--- src/rtl/rpq_pkg.sv ---
package rpq_pkg;

    localparam int DATA_W = 16;
    localparam int ID_W   = 16;
    localparam int LINE_W = 2;

    localparam logic [1:0] KIND_INTX = 2'd0;
    localparam logic [1:0] KIND_MSI  = 2'd1;
    localparam logic [1:0] KIND_ERR  = 2'd2;

    localparam logic [2:0] IDX_BASE_LO   = 3'd0;
    localparam logic [2:0] IDX_BASE_HI   = 3'd1;
    localparam logic [2:0] IDX_IRQ_FLAGS = 3'd2;
    localparam logic [2:0] IDX_IRQ_DATA  = 3'd3;
    localparam logic [2:0] IDX_ERR_HEAD  = 3'd4;

    localparam logic [31:0] POP_CODE = 32'hFFFF_FFFF;

    typedef struct packed {
        logic              is_msi;
        logic [LINE_W-1:0] line;
        logic [DATA_W-1:0] data;
    } irq_entry_t;

    localparam int IRQ_W = $bits(irq_entry_t);

endpackage

--- src/rtl/rpq_fifo.sv ---
module rpq_fifo #(
    parameter int W     = 16,
    parameter int DEPTH = 8
) (
    input  logic         clk,
    input  logic         rst_n,
    input  logic         push,
    input  logic [W-1:0] push_data,
    input  logic         pop,
    output logic         head_valid,
    output logic [W-1:0] head_data,
    output logic         ovf
);
    localparam int AW = (DEPTH > 1) ? $clog2(DEPTH) : 1;
    localparam int CW = $clog2(DEPTH + 1);

    typedef struct packed {
        logic [DEPTH-1:0][W-1:0] mem;
        logic [AW-1:0]           wr;
        logic [AW-1:0]           rd;
        logic [CW-1:0]           cnt;
        logic                    ovf;
    } fifo_st_t;

    fifo_st_t st_d, st_q;
    logic     full, empty, do_push, do_pop;

    always_comb begin
        st_d    = st_q;
        full    = (st_q.cnt == CW'(DEPTH));
        empty   = (st_q.cnt == '0);
        do_push = push && !full;
        do_pop  = pop && !empty;

        if (push && full) begin
            st_d.ovf = 1'b1;
        end
        if (do_push) begin
            st_d.mem[st_q.wr] = push_data;
            st_d.wr = (st_q.wr == AW'(DEPTH - 1)) ? '0 : st_q.wr + 1'b1;
        end
        if (do_pop) begin
            st_d.rd = (st_q.rd == AW'(DEPTH - 1)) ? '0 : st_q.rd + 1'b1;
        end
        st_d.cnt = st_q.cnt + CW'(do_push) - CW'(do_pop);
    end

    always_ff @(posedge clk) begin
        if (!rst_n) begin
            st_q <= '0;
        end else begin
            st_q <= st_d;
        end
    end

    assign head_valid = !empty;
    assign head_data  = empty ? '0 : st_q.mem[st_q.rd];
    assign ovf        = st_q.ovf;

endmodule

--- src/rtl/rpq_classify.sv ---
module rpq_classify
    import rpq_pkg::*;
(
    input  logic              msg_valid,
    input  logic [1:0]        msg_kind,
    input  logic [LINE_W-1:0] msg_line,
    input  logic [DATA_W-1:0] msg_data,
    input  logic [63:0]       msg_addr,
    input  logic [ID_W-1:0]   msg_reqid,
    input  logic [31:0]       base_lo,
    input  logic [31:0]       base_hi,
    output logic              irq_push,
    output irq_entry_t        irq_entry,
    output logic              err_push,
    output logic [ID_W-1:0]   err_id
);
    logic addr_hit;

    always_comb begin
        addr_hit  = (msg_addr == {base_hi, base_lo});
        irq_push  = 1'b0;
        irq_entry = '0;
        err_push  = 1'b0;
        err_id    = msg_reqid;
        if (msg_valid) begin
            case (msg_kind)
                KIND_INTX: begin
                    irq_push       = 1'b1;
                    irq_entry.line = msg_line;
                end
                KIND_MSI: begin
                    irq_push         = addr_hit;
                    irq_entry.is_msi = 1'b1;
                    irq_entry.data   = msg_data;
                end
                KIND_ERR: begin
                    err_push = 1'b1;
                end
                default: begin
                end
            endcase
        end
    end

endmodule

--- src/rtl/rpq_csr.sv ---
module rpq_csr
    import rpq_pkg::*;
(
    input  logic            clk,
    input  logic            rst_n,
    input  logic            reg_we,
    input  logic [2:0]      reg_addr,
    input  logic [31:0]     reg_wdata,
    input  logic            irq_head_valid,
    input  irq_entry_t      irq_head,
    input  logic            irq_ovf,
    input  logic            err_head_valid,
    input  logic [ID_W-1:0] err_head,
    input  logic            err_ovf,
    output logic [31:0]     reg_rdata,
    output logic [31:0]     base_lo,
    output logic [31:0]     base_hi,
    output logic            irq_pop,
    output logic            err_pop
);
    typedef struct packed {
        logic [31:0] base_lo;
        logic [31:0] base_hi;
    } csr_st_t;

    csr_st_t st_d, st_q;

    always_comb begin
        st_d = st_q;
        if (reg_we && reg_addr == IDX_BASE_LO) st_d.base_lo = reg_wdata;
        if (reg_we && reg_addr == IDX_BASE_HI) st_d.base_hi = reg_wdata;
    end

    always_ff @(posedge clk) begin
        if (!rst_n) begin
            st_q <= '0;
        end else begin
            st_q <= st_d;
        end
    end

    assign irq_pop = reg_we && (reg_addr == IDX_IRQ_FLAGS) && (reg_wdata == POP_CODE);
    assign err_pop = reg_we && (reg_addr == IDX_ERR_HEAD) && (reg_wdata == POP_CODE);
    assign base_lo = st_q.base_lo;
    assign base_hi = st_q.base_hi;

    always_comb begin
        reg_rdata = '0;
        case (reg_addr)
            IDX_BASE_LO: reg_rdata = st_q.base_lo;
            IDX_BASE_HI: reg_rdata = st_q.base_hi;
            IDX_IRQ_FLAGS: begin
                reg_rdata[31]    = irq_head_valid;
                reg_rdata[30]    = irq_head.is_msi;
                reg_rdata[28:27] = irq_head.line;
                reg_rdata[26]    = irq_ovf;
            end
            IDX_IRQ_DATA: reg_rdata[DATA_W-1:0] = irq_head.data;
            IDX_ERR_HEAD: begin
                reg_rdata[18]         = err_head_valid;
                reg_rdata[17]         = err_ovf;
                reg_rdata[ID_W-1:0]   = err_head;
            end
            default: reg_rdata = '0;
        endcase
    end

endmodule

--- src/rtl/rpq_msg_queue.sv ---
module rpq_msg_queue
    import rpq_pkg::*;
#(
    parameter int DEPTH = 8
) (
    input  logic        clk,
    input  logic        rst_n,
    input  logic        msg_valid,
    input  logic [1:0]  msg_kind,
    input  logic [1:0]  msg_line,
    input  logic [15:0] msg_data,
    input  logic [63:0] msg_addr,
    input  logic [15:0] msg_reqid,
    input  logic        reg_we,
    input  logic [2:0]  reg_addr,
    input  logic [31:0] reg_wdata,
    output logic [31:0] reg_rdata,
    output logic        intx_level,
    output logic        msi_level,
    output logic        err_level
);
    logic              irq_push, err_push, irq_pop, err_pop;
    irq_entry_t        irq_entry, irq_head;
    logic [IRQ_W-1:0]  irq_head_raw;
    logic [ID_W-1:0]   err_id, err_head;
    logic              irq_valid, err_valid, irq_ovf, err_ovf;
    logic [31:0]       base_lo, base_hi;

    rpq_classify u_classify (
        .msg_valid (msg_valid),
        .msg_kind  (msg_kind),
        .msg_line  (msg_line),
        .msg_data  (msg_data),
        .msg_addr  (msg_addr),
        .msg_reqid (msg_reqid),
        .base_lo   (base_lo),
        .base_hi   (base_hi),
        .irq_push  (irq_push),
        .irq_entry (irq_entry),
        .err_push  (err_push),
        .err_id    (err_id)
    );

    rpq_fifo #(.W(IRQ_W), .DEPTH(DEPTH)) u_irq_fifo (
        .clk        (clk),
        .rst_n      (rst_n),
        .push       (irq_push),
        .push_data  (irq_entry),
        .pop        (irq_pop),
        .head_valid (irq_valid),
        .head_data  (irq_head_raw),
        .ovf        (irq_ovf)
    );

    rpq_fifo #(.W(ID_W), .DEPTH(DEPTH)) u_err_fifo (
        .clk        (clk),
        .rst_n      (rst_n),
        .push       (err_push),
        .push_data  (err_id),
        .pop        (err_pop),
        .head_valid (err_valid),
        .head_data  (err_head),
        .ovf        (err_ovf)
    );

    assign irq_head = irq_entry_t'(irq_head_raw);

    rpq_csr u_csr (
        .clk            (clk),
        .rst_n          (rst_n),
        .reg_we         (reg_we),
        .reg_addr       (reg_addr),
        .reg_wdata      (reg_wdata),
        .irq_head_valid (irq_valid),
        .irq_head       (irq_head),
        .irq_ovf        (irq_ovf),
        .err_head_valid (err_valid),
        .err_head       (err_head),
        .err_ovf        (err_ovf),
        .reg_rdata      (reg_rdata),
        .base_lo        (base_lo),
        .base_hi        (base_hi),
        .irq_pop        (irq_pop),
        .err_pop        (err_pop)
    );

    assign intx_level = irq_valid && !irq_head.is_msi;
    assign msi_level  = irq_valid && irq_head.is_msi;
    assign err_level  = err_valid;

endmodule

--- config.mk ---
export PLATFORM = sky130hd
export DESIGN_NAME = rpq_msg_queue
export DESIGN_NICKNAME = d
export VERILOG_FILES = /design/src/rtl/rpq_pkg.sv /design/src/rtl/rpq_fifo.sv /design/src/rtl/rpq_classify.sv /design/src/rtl/rpq_csr.sv /design/src/rtl/rpq_msg_queue.sv
export SDC_FILE = /design/constraint.sdc
export NUM_CORES = 1
export LEC_CHECK = 0
export CAP_MARGIN = 10
export CORE_MARGIN = 2
export CORE_UTILIZATION = 40
export CTS_CLUSTER_SIZE = 20
export DETAILED_ROUTE_END_ITERATION = 16
export PLACE_DENSITY = 0.61
export SLEW_MARGIN = 20
export SYNTH_ARGS = -nofsm -noshare
export SYNTH_HDL_FRONTEND = slang
export SYNTH_SLANG_ARGS = --single-unit
export TNS_END_PERCENT = 50
--- constraint.sdc ---
create_clock -name clk -period 2.85 [get_ports clk]
set_input_delay 0.4275 -clock clk [delete_from_list [all_inputs] [get_ports clk]]
set_output_delay 0.4275 -clock clk [all_outputs]
set_load 0.03 [all_outputs]
### Yosys cells after proc, flatten, opt, wreduce, memory -nomap -nowiden

Cells that the tools add are included.

* bits in registers: 366
* latch bits: 0
* memory bits (writable): 0
* ROM bits: 0
* bits of input ports: 139
* output and inout bits: 35
* word-level logic and storage cells: 110
* memories: 0

* $add $sub $neg: 8
* multiply operators: 0
* div/mod/pow operators: 0
* $lt $le $gt $ge: 6
* equal/unequal tests: 14
* shift operators: 0
* mux-type cells: 31
* bitwise gates (word level): 0
* reductions and logical operators: 25

Operators with widths (number)
* $bwmux 152: 1
* $bwmux 128: 1
* $mux 19: 4
* $eq 64x64->1: 1
* $mux 16: 4
* $pmux 16 s4: 1
* $bmux 19 s3: 1
* $demux 19 s3: 1
* $bmux 16 s3: 1
* $demux 16 s3: 1
* $eq 32x32->1 const B: 1
* $logic_and 1x1->1: 16
* $lt 3x4->1 const B: 4
* $eq 3x3->1 const B: 5
* $pmux 7 s2: 1
* $add 3x1->3 const B: 4
* $mux 3: 4
* $pmux 2 s3: 2
* $pmux 3 s3: 1
* $add 4x1->4: 2
* $eq 4x4->1 const B: 2
* $logic_not 4->1: 2
* $sub 4x1->4: 2
* $eq 3x2->1 const B: 2
* 10 further kinds: 20

### Depth between registers and ports, before layout

* word-level depth: 6
* gate-level depth with buffers: 12
* depth with buffers taken out: 12

### Cells and area by module

A second synthesis with hierarchy kept.

* cell total of the unflattened synthesis: 1732
* area, all modules: 17585.6 um^2

Modules (own cells, without submodules)
* rpq_fifo (u_irq_fifo): times used 1, cells an instance 658, area an instance 7194.4 um^2, seq. area each 3263.1 um^2
* rpq_fifo (u_err_fifo): times used 1, cells an instance 569, area an instance 6197.2 um^2, seq. area each 2782.7 um^2
* rpq_csr: times used 1, cells an instance 378, area an instance 3214.3 um^2, seq. area each 1281.2 um^2
* rpq_classify: times used 1, cells an instance 125, area an instance 963.4 um^2, seq. area each 0.0 um^2
* rpq_msg_queue: times used 1, cells an instance 2, area an instance 16.3 um^2, seq. area each 0.0 um^2

### Least setup slack after synthesis

OpenSTA, ideal clock, no wires.

* path kind: reg2out
* start: register u_irq_fifo.st_q[5] in the netlist's numbering
* end: output port reg_rdata[10]
* data arrival time: 2.664 ns
* data required time: 2.423 ns
* slack: -0.241 ns
* stages on the path, launching flop included: 7
* path buffers: 3
* cells stage by stage: dfxtp_1 -> clkbuf_1 -> buf_1 -> buf_1 -> mux4_2 -> mux2i_1 -> o21ai_0

* cells in the longest elaborated chain, start to end: 4

Ends and longest elaborated chain
* start, declared: RTL line rpq_fifo.sv:25 `fifo_st_t st_d, st_q;`
* start signal, assigned: RTL line rpq_fifo.sv:52 `st_q <= st_d;`
* $bmux 19 s3: RTL line rpq_fifo.sv:57 `assign head_data = empty ? '0 : st_q.mem[st_q.rd];`
* $mux 19 (not written as such): RTL line rpq_fifo.sv:57
* $mux 19: RTL line rpq_fifo.sv:57
* $pmux 16 s4: RTL line rpq_csr.sv:49 `case (reg_addr)`
* end, declared: RTL line rpq_msg_queue.sv:17 `output logic [31:0] reg_rdata,`

No other way between the ends. The select of a mux whose other input is x is not followed.

### Worst setup path after layout

* start: register u_err_fifo.st_q[5] in the netlist's numbering
* end: output port reg_rdata[3]

* cells in the longest elaborated chain, start to end: 4

Ends and longest elaborated chain (RTL line)
* start, declared: rpq_fifo.sv:25
* start signal, assigned: rpq_fifo.sv:52
* $bmux 16 s3: rpq_fifo.sv:57
* $mux 16 (not written as such): rpq_fifo.sv:57
* $mux 16: rpq_fifo.sv:57
* $pmux 16 s4: rpq_csr.sv:49

No other way between the ends. The select of a mux whose other input is x is not followed.

==> results.py <==
metrics = {
    "pwr": {
        "peakVddDrop_mv": 0.5074,
        "leakage_nw": 8.458,
        "cellPowerDensity_nw_per_um2": 517.0,
    },
    "clock_tree": {
        "cts_buffers": 42,
        "cts_root_buf": "clkbuf_16",
        "clockBufferDepth": 3,
        "hold_buffers": 0,
        "cts.sinks": 366,
        "ctsHtreeMaxLevel": 2,
        "cts_tree": "done",
        "insertion_delay_ns": 0.59,
        "path_clk_slew_ns": 0.06,
    },
    "grt": {
        "antenna_found_initial": 0,
        "grt_pass1_vias": 13830,
        "grt_pass1_wl_mm": 78.67,
        "grt_max_degree": 130,
        "grt_use_total_pct": 22.89,
        "grt-ovfl-total": 0,
    },
    "routing": {
        "ant_nets": 0,
        "drc_errors": 0,
        "avgRoutedWirePerCell_um": 19.75,
        "drtIter0Drc": 905,
        "dr.pass1.iters": 5,
        "wirelength_mm": 52.33,
        "via_per_inst": 5.228,
        "route.vias.total": 13860,
    },
    "timing": {
        "rsz0062_at_grt": "true",
        "slew_headroom_pct": 67.00,
        "fin_crit_sh_pct": 108.2,
        "fmax_mhz": 324.4,
        "worst_hold_slack_ns": 0.3031,
        "tightestPinTransition_ns": 0.4950,
        "setup_viol": 37,
        "fin_crit_ns": 3.082,
        "setup_ws_ns": -0.2325,
        "hold_violations": 0,
        "finalMaxSlewViolations": 0,
        "fin_skew_ns": 0.04703,
    },
    "cells_and_area": {
        "syn_to_final_growth_pct": 33.34,
        "final_cells": 2650,
        "drive_gt1_share_pct": 20.82,
        "fin_nets": 2193,
        "postLayoutCellArea_sq_um": 23040,
        "final_util_pct": 53.71,
        "n_antenna_cell": 0,
    },
    "logic_synthesis": {
        "syn-num-nets": 1939,
        "synth_area_sq_um": 17280,
        "yosysSeqAreaShare_pct": 42.41,
        "synth.area.mux_share_pct": 23.96,
        "synthSimpleGateAreaFrac_pct": 16.29,
        "synth_xor_area_share_pct": 3.194,
        "synthCells": 1778,
        "synth_adder_area_share_pct": 1.680,
        "async_reset_ff_share_pct": 0,
        "synth_compound_area_share_pct": 8.662,
        "synth_flop_cell": "dfxtp_1",
        "synth_cell_types": 49,
        "ys_ff_latch": 366,
        "syn_avg_cell_area_sq_um": 9.717,
        "yosysWarnings": 0,
        "synth_top_family_by_area": "multiplexers",
        "synth-edff-count": 0,
    },
    "placement": {
        "port_buffers": 173,
        "dpl.hpwl_mm": 35.04,
        "gp_congestion": 0.8864,
        "placed_cell_area_sq_um": 20590,
        "dp.cells": 2542,
    },
    "flow_run": {
        "maxCapViolCount": 0,
    },
    "worst_setup_path": {
        "crit_path_frequent_cell": "buf_12",
        "reg2reg_depth": 10,
        "reg2reg_slack_ns": -0.07,
        "slowest_stage": "mux4_2",
        "crit_chain": "buf_12 -> mux4_2 -> mux2i_2 -> nor2_1 -> a221oi_2 -> buf_4 -> o21ai_4 -> buf_12",
        "crit_type": "flop to output pin",
        "worstReg2RegStart": "u_csr.base_hi[26]",
        "max_stage_delay_ns": 0.52,
        "required_ns": 2.42,
        "worstSetupEndpointType": "output pin",
        "r2r-end": "u_irq_fifo.st_q[89]",
        "setup.worst_path.start_class": "flop",
        "cp.arrival_ns": 2.65,
        "worstPathMaxFanout": 8,
    },
    "die": {
        "fp.dieH_um": 211.8,
        "die_w_um": 211.8,
        "core-area_sq_um": 42890,
        "num_rows": 76,
        "dieArea_sq_um": 44870,
        "ios": 174,
        "start_util_pct": 40.28,
    },
    "status": {
        "violations": "negative setup slack",
        "outcome": "finished, violations left",
    },
    "min_path": {
        "min_to": "u_irq_fifo.ovf",
        "hold_path_class": "input port to flop",
        "min_path_cells": 2,
        "hold_start": "rst_n",
    },
}
## synth_stat cells, types with 12 or more instances
cell	instances	area share [%]
nand2_1	446	9.7
dfxtp_1	366	42
mux2i_1	256	15
a21boi_0	133	5.8
clkbuf_1	108	2.3
nor2b_1	73	2.6
mux4_2	70	9.1
xor2_1	60	3.0
nor2_1	36	0.78
ha_1	20	1.4
inv_1	20	0.43
o21ai_0	20	0.58
a221oi_1	17	0.86
buf_1	14	0.30
nor4_1	14	0.51
nand4_1	13	0.47
buf_2	12	0.35
## sequential cells by signal (all words and copies together), names as in the netlist
register / flops
u_csr.base_hi: 32
u_err_fifo.ovf: 1
u_err_fifo.st_q: 138
u_irq_fifo.st_q: 162
u_csr.base_lo: 32
u_irq_fifo.ovf: 1
## cell usage in the layout (no fill, tap or decap), types with 47 or more instances in the layout
cell	Yosys	routed
clkdlybuf4s50_1	0	139
xor2_1	60	58
a21boi_0	133	133
clkbuf_16	0	47
mux2i_1	256	246
mux4_2	70	70
nor2b_1	73	73
dfxtp_1	366	360
nand2_1	446	446
buf_4	5	145
## cells by family after synthesis
group	after synthesis
adder cells (fa/ha/maj)	22
AND/OR/NAND/NOR	638
XOR/XNOR	63
multiplexers	326
flip-flops	366
AO/OA/AOI/OAI	202
buffers and inverters	161
## layer usage
layer / vias up / track usage (%) / wire (um)
met5: - / 0 / 0
met2: 389 / 37.72 / 24680
met1: 6736 / 29.87 / 22980
met4: 0 / 8.694 / 1628
li1: 6639 / - / -
met3: 91 / 4.183 / 3041
## layout make-up
class / count / area (sq um)
Tap cell: 585 / 732.0
Multi-Input combinational cell: 1251 / 9754
Clock buffer: 64 / 1255
Clock inverter: 13 / 260.3
Sequential cell: 366 / 7345
Timing Repair Buffer: 351 / 3612
Inverter: 20 / 77.57
Fill cell: 3793 / 19850
## how the worst max path moves through the flow
| stage | from | endpoint | slack, ns | depth (start not counted) |
|---|---|---|---|---|
| finish | u_err_fifo.st_q[5] | reg_rdata[3] | -0.23 | 8 |
| global route | u_err_fifo.st_q[5] | reg_rdata[9] | -0.31 | 9 |
| CTS | u_err_fifo.st_q[5] | reg_rdata[3] | -0.33 | 9 |
| detailed placement | msg_addr[22] | u_irq_fifo.st_q[89] | -0.64 | 11 |
| global placement | msg_addr[12] | u_irq_fifo.st_q[96] | -0.62 | 10 |
| floorplan | u_irq_fifo.st_q[5] | reg_rdata[11] | -0.17 | 6 |
## report_power, final
part	internal, W	leakage, nW	total, W	switching, W
Combinational	0.000433	4.77	0.000868	0.000435
Clock	0.00360	0.733	0.00585	0.00224
Sequential	0.00516	2.96	0.00520	0.0000387
Total	0.00919	8.46	0.0119	0.00272
## critical path: cells and delay by family (launching register included)
kind | cells | cell delay (ns)
flops | 1 | 0.44
buf+inv | 3 | 0.53
compound gates | 2 | 0.33
mux | 2 | 0.72
simple gates | 1 | 0.09
## through the flow
step | worst slack, ns | total power [W] | setup TNS, ns
3_3_place_gp | -0.6185 | 0.006123 | -66.71
5_1_grt | -0.3090 | 0.01230 | -7.462
6_report | -0.2325 | 0.01191 | -3.172
2_1_floorplan | -0.1738 | 0.005666 | -1.273
4_1_cts | -0.3271 | 0.01200 | -7.761
3_5_place_dp | -0.6352 | 0.006130 | -67.48
## what timing repair did
| action | 4_1_cts | 5_1_grt |
|---|---|---|
| gates resized for setup | 92 | 39 |
| gates cloned | 8 | 6 |
| pin swaps | 12 | 14 |
| setup endpoints to repair | 87 | 158 |
| buffers inserted | 11 | 10 |
Power figures use the tool's default switching activity.
